File: src/rtl/regstack.sv
module regstack #(
  parameter int DW = 8,
  parameter int AW = 6
) (
  input  logic          clk,
  input  logic          rst_n,
  input  logic          push_req,
  input  logic          pop_req,
  input  logic [DW-1:0] push_data,
  output logic [DW-1:0] pop_data,
  output logic          full,
  output logic          empty,
  output logic          ovf_pulse,
  output logic          udf_pulse,
  output logic          err_pulse
);
  localparam int DEPTH = 1 << AW;

  logic [DW-1:0] mem [DEPTH];
  logic [AW-1:0] sp;

  wire           both    = push_req & pop_req;
  wire           do_push = push_req & ~pop_req & ~full;
  wire           do_pop  = pop_req & ~push_req & ~empty;
  wire  [AW-1:0] sp_inc  = sp + 1'b1;
  wire  [AW-1:0] sp_dec  = sp - 1'b1;

  always_ff @(posedge clk)
    if (do_push) mem[sp_inc] <= push_data;

  always_ff @(posedge clk) begin
    if (!rst_n) begin
      sp        <= '0;
      full      <= 1'b0;
      empty     <= 1'b1;
      pop_data  <= '0;
      ovf_pulse <= 1'b0;
      udf_pulse <= 1'b0;
      err_pulse <= 1'b0;
    end else begin
      ovf_pulse <= push_req & ~pop_req & full;
      udf_pulse <= pop_req & ~push_req & empty;
      err_pulse <= both;
      if (do_push) begin
        sp    <= sp_inc;
        full  <= (sp_inc == '0);
        empty <= 1'b0;
      end else if (do_pop) begin
        pop_data <= mem[sp];
        sp       <= sp_dec;
        empty    <= (sp_dec == '0);
        full     <= 1'b0;
      end
    end
  end
endmodule

File: config.mk
export PLATFORM = sky130hd
export DESIGN_NAME = regstack
export DESIGN_NICKNAME = d
export VERILOG_FILES = /design/src/rtl/regstack.sv
export SDC_FILE = /design/constraint.sdc
export NUM_CORES = 1
export LEC_CHECK = 0
export BUFFER_PORTS_ARGS = -buffer_cell sky130_fd_sc_hd__clkbuf_2
export CORE_UTILIZATION = 44
export CTS_CLUSTER_DIAMETER = 30
export DETAILED_ROUTE_END_ITERATION = 8
export GPL_ROUTABILITY_DRIVEN = 0
export PLACE_DENSITY = 0.6
export SYNTH_ARGS = -nofsm -noshare
export SYNTH_HDL_FRONTEND = slang
export SYNTH_SLANG_ARGS = --single-unit
File: constraint.sdc
create_clock -name clk -period 3.6 [get_ports clk]
set_input_delay 0 -clock clk [delete_from_list [all_inputs] [get_ports clk]]
set_output_delay 0 -clock clk [all_outputs]
set_load 0.05 [all_outputs]
# After elaboration in Yosys (flattened, before gate mapping)
# Memory sizes are Yosys's and may differ from the RTL's. A register that Yosys moved wholly into a read port is not among the register bits.
# Index checks and enable logic that the tools add are counted.
# word_totals
output_inout_bits	13
in_bits	12
elab_cells	34
reg_bits	11
memories	1
ram_bits	512
# mem_list
name	words	word_bits	read_ports	rd_clocked_by_memory_dff	write_ports	line	source
mem	64	8	1	1	1	19	logic [DW-1:0] mem [DEPTH];
# op_classes
n_bitwise	12
reduce_logical	5
add_sub_neg	2
mux	8
# op_table
op	count
6-bit zero test	2
6-bit two-way mux	2
1-bit AND	7
6-bit by 1-bit adder with 6-bit output (second input constant)	1
1-bit two-way mux	6
6-bit by 1-bit subtractor with 6-bit output (second input constant)	1
1-bit NOT	5
2-bit AND reduction	1
2-bit nonzero test	1
1-bit zero test	1

# Logic depth before layout (Yosys ltp)
# Gate-level depths: netlist of run 1.
# logic_depth
word_depth	5
mapped_depth	11
depth_no_buf	7

# Worst setup path before layout of run 1
# Ideal clock, no wire load.
# synth_path
path_type	register to register
startpoint	reg sp[0]
endpoint	mem mem[7][0] (enable)
arrival_ns	2.550
period_less_slack_ns	2.921
path_slack_ns	0.679
setup_ns	0.370
required_time_ns	3.230
path_stages_with_launch	11
n_path_buf	5
cell_sequence	dfxtp_1 -> buf_6 -> buf_2 -> buf_2 -> inv_2 -> buf_2 -> ha_1 -> clkbuf_1 -> nor2b_1 -> nand2_1 -> nor2_1
# synth_between
elab_chain_cells	1
# synth_rtl
item	line	source
start, declared	20	logic [AW-1:0] sp;
start signal, assigned	45	sp <= sp_inc;
start signal, assigned	50	sp <= sp_dec;
6-bit by 1-bit adder with 6-bit output	25	wire [AW-1:0] sp_inc = sp + 1'b1;
end, declared	19	
# Every way passes these cells.

==> results.ini, run 1 <==
[run_status]
status = finished with violations
violations = design-rule violations

[synthesis]
async_reset_ff_share_pct = 0
ys_types = 49
avgSynthCellArea_um2 = 19.7
ys.flop_type = edfxtp_1
syn_nets = 1078
ys.warnings.count = 0
syn-instance-count = 1062
ys_ff_latch = 531
ys_top_cells_by_area = edfxtp_1, mux4_2, mux2i_1
syn_area_um2 = 20900
synth_edf_count = 512
synth_top_area_cell = edfxtp_1
synthDominantCellAreaShare_pct = 73.5
synth-seq-area-share_pct = 75.3

[power_and_ir_drop]
p_int_mw = 13.9
p_clk_share_pct = 56.6
p_sw_mw = 3.63
ir_drop_v = 0.000352
swShare_pct = 20.7
power_frac_comb_pct = 4.4
p_per_area_nw_per_um2 = 676
seqPwrFrac_pct = 39.0
leakage_nw = 8.41

[final_layout]
final_nets = 1240
synthToLayoutAreaGrowth_pct = 24.1
utilization_pct = 55.5
diodes = 0
n_fill_cell = 3514
final_common_cell = edfxtp_1
drive_above_1_share_pct = 31.2
final_cell_mix = edfxtp_1, mux4_2, clkbuf_16
fin_area_um2 = 25900

[setup_path]
reg2reg_from = sp[2]
crit_fanout = 53
reg2reg_depth = 6
path_class = register to register
critPathLaunchType = register
startpoint = sp[2]
required_ns = 4.08
worstSetupEndpointType = register
crit_arrival_ns = 3.49

[sta]
rsz0062_at_grt = no
setup-tns-final_ns = 0
fin_crit_sh_pct = 83.8
finalHoldViolations = 0
finalSetupViolations = 0
fin_crit_ns = 3.02
fmax_mhz = 332
slew_viol_final = 0
worst_pin_slew_ns = 1.26
relSlewSlack_pct = 15.8
clock_skew_ns = 0.0155
timing.final.ws_setup_ns = 0.583

[floorplanning]
coreArea_um2 = 46800
pin_count = 25
die_w_um = 220
start_util_pct = 44.7
die-area_um2 = 48400
rows = 79
die_h_um = 220

[worst_hold_path]
min_path_cells = 2
hold_class = input port to register
hp-start = push_data[1]

[clock_network]
root_buffer = clkbuf_16
worstSkewPairLatency_ns = 0.62
cts_tree = done
htree_levels = 3
clock_sinks = 531
cts_made_buffers = 105
clockBufferDepth = 3
cts_setup_buffers = 0
post_cts_resize_count = 0
clk_pin_slew_ns = 0.05

[placed_design]
placed_cell_area_um2 = 22200
numPortBuffers = 24
post-dp-hpwl_mm = 28.7
dp_slack_ns = 0.678

[routing]
vias_per_cell = 5.68
wirelength_mm = 48.4
drc = 4
drtAntennaViolNets = 0
avgRoutedWirePerCell_um = 25.2
dr_total_vias = 10900
drt_iter0_drc = 1216
drt_pass1_iterations = 7

[global_routing]
antenna_found_initial = 2
grt_max_degree = 69
grt_pass1_wl_mm = 71.6
grt_pass1_vias = 11100
grt-ovfl-total = 0
grtUsageTotal_pct = 20.7

[run]
max_cap_violations = 0

==> flip-flops by register name (all words and copies together), names as in the netlist <==
signal and cells:
mem 512, pop_data 8, sp 6, empty 1, err_pulse 1, full 1, ovf_pulse 1, udf_pulse 1
==> cell families (layout without fill, tap and decap cells) <==
logic type	after synthesis	count (layout)	synth area share (%)
simple gates	177	177	3.89
flops	531	531	75.3
compound gates	82	82	2.70
xor+xnor	8	8	0.335
mux	197	197	16.1
buf+inv	63	312	1.41
fa+ha+maj	4	4	0.239
==> layout make-up <==
cell class / count / area, um2 / area share, %
clock inverters: 76 / 932 / 3.59
multi-input cells: 468 / 4870 / 18.8
inverters: 5 / 18.8 / 0.0723
repair buffers: 113 / 863 / 3.33
well taps: 607 / 759 / 2.93
flip-flops and latches: 531 / 15800 / 60.8
clock buffers: 118 / 2740 / 10.6
==> critical path: stages, from the launching register on <==
cell	delay, ns
dfxtp_4	0.67
buf_12	0.37
mux4_2	0.58
mux2i_1	0.25
o22ai_1	0.18
nor3_1	0.57
o31ai_1	0.15
==> cell usage after synthesis (all sizes together) (3+ instances only) <==
library cell  instances
nor2b                 3
mux4                111
nand2b                5
mux2                  7
o31ai                 9
o22ai                21
a21oi                 9
inv                   4
nor3                 10
clkbuf               22
and2                  8
nor3b                 3
o21ai                 6
a31o                  7
a211oi                7
nand2                19
dfxtp                19
and3                  3
mux2i                79
buf                  36
nor4                 10
nand3                13
xnor2                 7
edfxtp              512
a22oi                13
nor2                 93
ha                    4
==> metal layers <==
metal  part of all wire, %  vias up  global-route usage (%)
met5                     0        -                       0
met4                   2.4        0                    7.03
met3                   6.3       83                    4.89
met2                    48      399                    32.2
met1                    44     5700                    28.6
li1                      -     4717                       -
==> stage by stage <==
stage / std cells / hold WS [ns] / power (mW)
after floorplan: 1062 / 0.0989 / 7.43
after global placement: 1719 / 0.359 / 7.73
after detailed placement: 1719 / 0.365 / 7.73
after CTS: 1918 / 0.0489 / 17.7
after global routing: 1918 / 0.0582 / 18.0
final: 1918 / 0.0417 / 17.5
==> power groups by stage <==
stage / clock, mW / combinational [mW] / sequential [mW]
2_1_floorplan: 0 / 0.476 / 6.95
6_report: 9.93 / 0.778 / 6.84
4_1_cts: 10.0 / 0.785 / 6.84
3_3_place_gp: 0 / 0.772 / 6.95
3_5_place_dp: 0 / 0.778 / 6.96
5_1_grt: 10.3 / 0.826 / 6.84
==> path summary, 6_finish.rpt <==
check / end / slack, ns
max: pop_data[0] / 0.58
min: mem[54][1] / 0.04
max reg2reg: pop_data[0] / 0.58
min reg2reg: pop_data[6] / 0.54
==> repair_timing <==
action	4_1_cts	5_1_grt
hold endpoints to repair	17	0
hold buffers	5	0
setup endpoints to repair	0	0
No activity file was read; power rests on OpenSTA's default activity.
==> run 2: changes to the inputs <==
--- a/config.mk
+++ b/config.mk
@@ -10,7 +10,7 @@
 export CTS_CLUSTER_DIAMETER = 30
 export DETAILED_ROUTE_END_ITERATION = 8
 export GPL_ROUTABILITY_DRIVEN = 0
-export PLACE_DENSITY = 0.6
+export PLACE_DENSITY = 0.62
 export SYNTH_ARGS = -nofsm -noshare
 export SYNTH_HDL_FRONTEND = slang
 export SYNTH_SLANG_ARGS = --single-unit
==> constraint.sdc (replaced) <==
create_clock -name clk -period 2.7 [get_ports clk]
set_input_delay 0 -clock clk [delete_from_list [all_inputs] [get_ports clk]]
set_output_delay 0 -clock clk [all_outputs]
set_load 0.05 [all_outputs]
==> run 2 against run 1 <==
The flow still finishes with violations (design-rule violations). Final area up 1.6%. Clock-buffer cell count did not move. Clock skew is 0.00091 ns higher. Critical path type unchanged. Critical endpoint is now pop_data[6]. Largest cell class unchanged. Highest routed layer unchanged.
==> results.ini, run 2 (synthesis gave the netlist of run 1 again) <==
[routing]
drt_pass1_iterations = 7
avgRoutedWirePerCell_um = 24.8
dr_total_vias = 11000
drc = 3
drt_iter0_drc = 921
vias_per_cell = 5.66
wirelength_mm = 48.2
drtAntennaViolNets = 0

[global_routing]
grtUsageTotal_pct = 20.7
grt_pass1_wl_mm = 72.3
grt_pass1_vias = 11600
grt-ovfl-total = 0
grt_max_degree = 65
antenna_found_initial = 0

[setup_path]
crit_fanout = 26
required_ns = 3.20
ff2ff_setup_slack_ns = 0.15
crit_arrival_ns = 3.06
critPathLaunchType = register
worstSetupEndpointType = register
path_class = register to register

[placed_design]
post-dp-hpwl_mm = 28.8
numPortBuffers = 24

[power_and_ir_drop]
seqPwrFrac_pct = 38.7
p_clk_share_pct = 56.6
swShare_pct = 21.9
ir_drop_v = 0.000445
p_sw_mw = 5.16
power_frac_comb_pct = 4.7
p_per_area_nw_per_um2 = 893
p_total_mw = 23.6
leakage_nw = 8.56
p_int_mw = 18.4

[run_status]
status = finished with violations
violations = design-rule violations

[final_layout]
synthToLayoutAreaGrowth_pct = 26.1
regMostFlops = mem
final_nets = 1257
final_cell_mix = edfxtp_1, mux4_2, clkbuf_16
diodes = 0
drive_above_1_share_pct = 35.1
largest_register_ffs = 512
reg_top3 = mem x512, pop_data x8, sp x6
final_common_cell = edfxtp_1

[sta]
finalHoldViolations = 0
worst_pin_slew_ns = 1.26
slew_viol_final = 0
rsz0062_at_grt = no
fin_crit_ns = 2.55
fmax_mhz = 392
fin_crit_sh_pct = 94.6
setup-tns-final_ns = 0
relSlewSlack_pct = 16.2
finalSetupViolations = 0
clock_skew_ns = 0.0164

[clock_network]
root_buffer = clkbuf_16
worstSkewPairLatency_ns = 0.64
clock_sinks = 531
cts_tree = done
cts_made_buffers = 106
cts_setup_buffers = 0
clockBufferDepth = 3
htree_levels = 3
clk_pin_slew_ns = 0.05

[run]
max_cap_violations = 0

[floorplanning]
die-area_um2 = 48400
die_w_um = 220
coreArea_um2 = 46800
die_h_um = 220
start_util_pct = 44.7
rows = 79
pin_count = 25

[worst_hold_path]
hold_class = input port to register

[run 2: per-stage QoR]
step | hold slack (ns) | instances | utilization (%) | cell area, um2 | worst slack, ns
final | 0.0438 | 1942 | 56.4 | 26400 | 0.147
after global routing | 0.0362 | 1942 | 56.4 | 26400 | 0.0188
after CTS | 0.0149 | 1942 | 56.3 | 26300 | 0.0931
after detailed placement | 0.365 | 1734 | 48.2 | 22500 | 0.0995
after global placement | 0.345 | 1734 | 48.2 | 22500 | 0.110
after floorplan | 0.0989 | 1062 | - | 21100 | -0.0636
[run 2: power groups by stage]
stage | Combinational (mW) | Sequential, mW | Clock [mW]
finish | 1.11 | 9.12 | 13.3
global route | 1.18 | 9.11 | 13.9
CTS | 1.11 | 9.12 | 13.5
detailed placement | 1.10 | 9.27 | 0
global placement | 1.09 | 9.27 | 0
floorplan | 0.652 | 9.27 | 0
[run 2: path summary, 6_finish.rpt]
| kind | startpoint | endpoint | cells past startpoint |
|---|---|---|---|
| min reg2reg | pop_data[4] | pop_data[4] | 2 |
| min | push_data[4] | mem[2][4] | 2 |
| max | sp[2] | pop_data[6] | 6 |
| max reg2reg | sp[2] | pop_data[6] | 6 |
[run 2: final cells by class]
type	count	area, um2
Clock inverter	84	990
Multi-Input combinational cell	468	5060
Tap cell	607	759
Inverter	5	18.8
Fill cell	3469	20400
Clock buffer	118	2760
Sequential cell	531	15800
Timing Repair Buffer	129	1020
[run 2: metal layers]
| metal | GRT usage, % | share of wire (%) | up-vias |
|---|---|---|---|
| li1 | - | - | 4770 |
| met2 | 32.4 | 47 | 435 |
| met4 | 7.59 | 2.9 | 0 |
| met1 | 28.1 | 43 | 5694 |
| met5 | 0 | 0 | - |
| met3 | 5.22 | 7.2 | 95 |
[run 2: repair_timing]
item | CTS | global route
gates resized for setup | 0 | 6
hold endpoints to repair | 37 | 0
endpoints found under the setup margin | 0 | 21
hold buffers | 6 | 0
[run 2: worst max-delay path, cell delays in order (launching register included)]
cell and delay (ns):
dfxtp_4 0.59, buf_12 0.27, mux4_2 0.54, mux2i_1 0.35, o22ai_1 0.20, nor4_1 0.33
o31ai_1 0.10
==> run 3: changes to the inputs <==
==> constraint.sdc (replaced) <==
create_clock -name clk -period 2.26 [get_ports clk]
set_input_delay 0 -clock clk [delete_from_list [all_inputs] [get_ports clk]]
set_output_delay 0 -clock clk [all_outputs]
set_load 0.05 [all_outputs]
==> run 3 against run 2 <==
The run ends with design-rule violations, negative setup slack left. Final area rose by 4.8%. Sequential cell count did not move. Combinational power rose by 47%. Critical path type unchanged. Largest power group unchanged.
==> results.ini, run 3 (synthesis gave the netlist of run 1 again) <==
[setup_path]
crit_fanout = 8
crit_slowest_cell = mux4_2
crit_cells = 10
startpoint = sp[0]
crit_chain = buf_12 > buf_12 > buf_12 > buf_6 > mux4_2 > mux2i_2 > nor2_2 > nor4_2 > buf_4 > o31ai_2
reg2reg_from = sp[0]
required_ns = 2.75
endpoint = pop_data[0]
cp_slowest_stage_delay_ns = 0.52
path_class = register to register
reg2reg_to = pop_data[0]
reg2reg_depth = 10
crit_top_cell = buf_12
critPathLaunchType = register
ff2ff_setup_slack_ns = -0.02
cp_top_family = multiplexers
cp_num_buf_inv = 5
worstSetupEndpointType = register
crit_arrival_ns = 2.77

[routing]
dr_total_vias = 11000
avgRoutedWirePerCell_um = 24.3
vias_per_cell = 5.52
drt_iter0_drc = 808
wirelength_mm = 48.5
drc = 5
drt_pass1_iterations = 6
drtAntennaViolNets = 0

[placed_design]
placed_cell_area_um2 = 23300
numPortBuffers = 24
post-dp-hpwl_mm = 29.2

[clock_network]
clock_sinks = 531
htree_levels = 3
clk_pin_slew_ns = 0.05
cts_tree = done
root_buffer = clkbuf_16
clockBufferDepth = 3
worstSkewPairLatency_ns = 0.63
cts_made_buffers = 101

[sta]
finalHoldViolations = 0
finalSetupViolations = 2
timing.final.ws_setup_ns = -0.0157
relSlewSlack_pct = 30.9
fin_crit_ns = 2.28
fmax_mhz = 439
clock_skew_ns = 0.0199
slew_viol_final = 0
worst_pin_slew_ns = 1.04
rsz0062_at_grt = yes
fin_crit_sh_pct = 101

[global_routing]
grt-ovfl-total = 0
antenna_found_initial = 1
grtUsageTotal_pct = 20.5
grt_pass1_vias = 11500
grt_pass1_wl_mm = 71.8
grt_max_degree = 65

[worst_hold_path]
hold_class = input port to register
hp-start = push_data[6]

[floorplanning]
die-area_um2 = 48400
pin_count = 25
coreArea_um2 = 46800
die_w_um = 220
die_h_um = 220
rows = 79
start_util_pct = 44.7

[power_and_ir_drop]
ir_drop_v = 0.000543
leakage_nw = 8.95
p_per_area_nw_per_um2 = 999

[run_status]
violations = design-rule violations, negative setup slack
status = finished with violations

[final_layout]
final_nets = 1317
regMostFlops = mem
fin_area_um2 = 27600
largest_register_ffs = 512
drive_above_1_share_pct = 42.9
utilization_pct = 59.1
diodes = 0
reg_top3 = mem x512, pop_data x8, sp x6
synthToLayoutAreaGrowth_pct = 32.1
final_common_cell = edfxtp_1
final_cell_mix = edfxtp_1, mux4_2, buf_4

[run]
max_cap_violations = 0

==> run 3: per-layer routing <==
metal	vias to the layer above	GRT usage [%]	part of all wire [%]
met3	65	3.95	5.5
met5	-	0	0.027
met2	333	33.8	50
met4	2	6.78	1.9
li1	4899	-	-
met1	5701	27.5	42
==> run 3: where the power goes <==
group          leakage [nW]  switching [mW]  internal, mW
clock                  1.67            5.11          9.98
combinational          2.52           0.881         0.744
sequential             4.76          0.0327          10.8
==> run 3: what timing repair did <==
item,in CTS,in global routing
setup endpoints to repair,113,435
cloned,2,3
hold buffers,7,0
resized for setup,18,48
pin swaps,4,22
endpoints found under the hold margin,45,0
buffers inserted,7,24
==> run 3: metrics by stage <==
stage / setup TNS, ns / cells / total power [mW] / hold WS (ns) / setup slack, ns
final: -0.0200 / 1993 / 27.6 / 0.0655 / -0.0157
after global routing: -2.98 / 1993 / 28.4 / 0.0808 / -0.0767
after CTS: -0.134 / 1968 / 27.7 / 0.0480 / -0.0429
after detailed placement: -3.09 / 1764 / 12.5 / 0.364 / -0.221
after global placement: -1.89 / 1764 / 12.5 / 0.343 / -0.301
after floorplan: -64.94 / 1062 / 11.9 / 0.0989 / -0.267
==> run 3: worst min-delay path by stage <==
stage	to	slack, ns	cells after the start
after floorplan	mem[0][0]	0.1	0
after global placement	err_pulse	0.34	2
after detailed placement	err_pulse	0.36	2
after CTS	mem[12][6]	0.05	2
after global routing	mem[12][6]	0.08	2
final	mem[12][6]	0.07	2
==> run 3: layout make-up <==
cell class / instances / area [um2]
Clock buffer: 111 / 2600
Clock inverter: 77 / 902
Fill cell: 3374 / 19100
Inverter: 5 / 30.0
Multi-Input combinational cell: 468 / 5470
Sequential cell: 531 / 15800
Tap cell: 607 / 759
Timing Repair Buffer: 194 / 2100
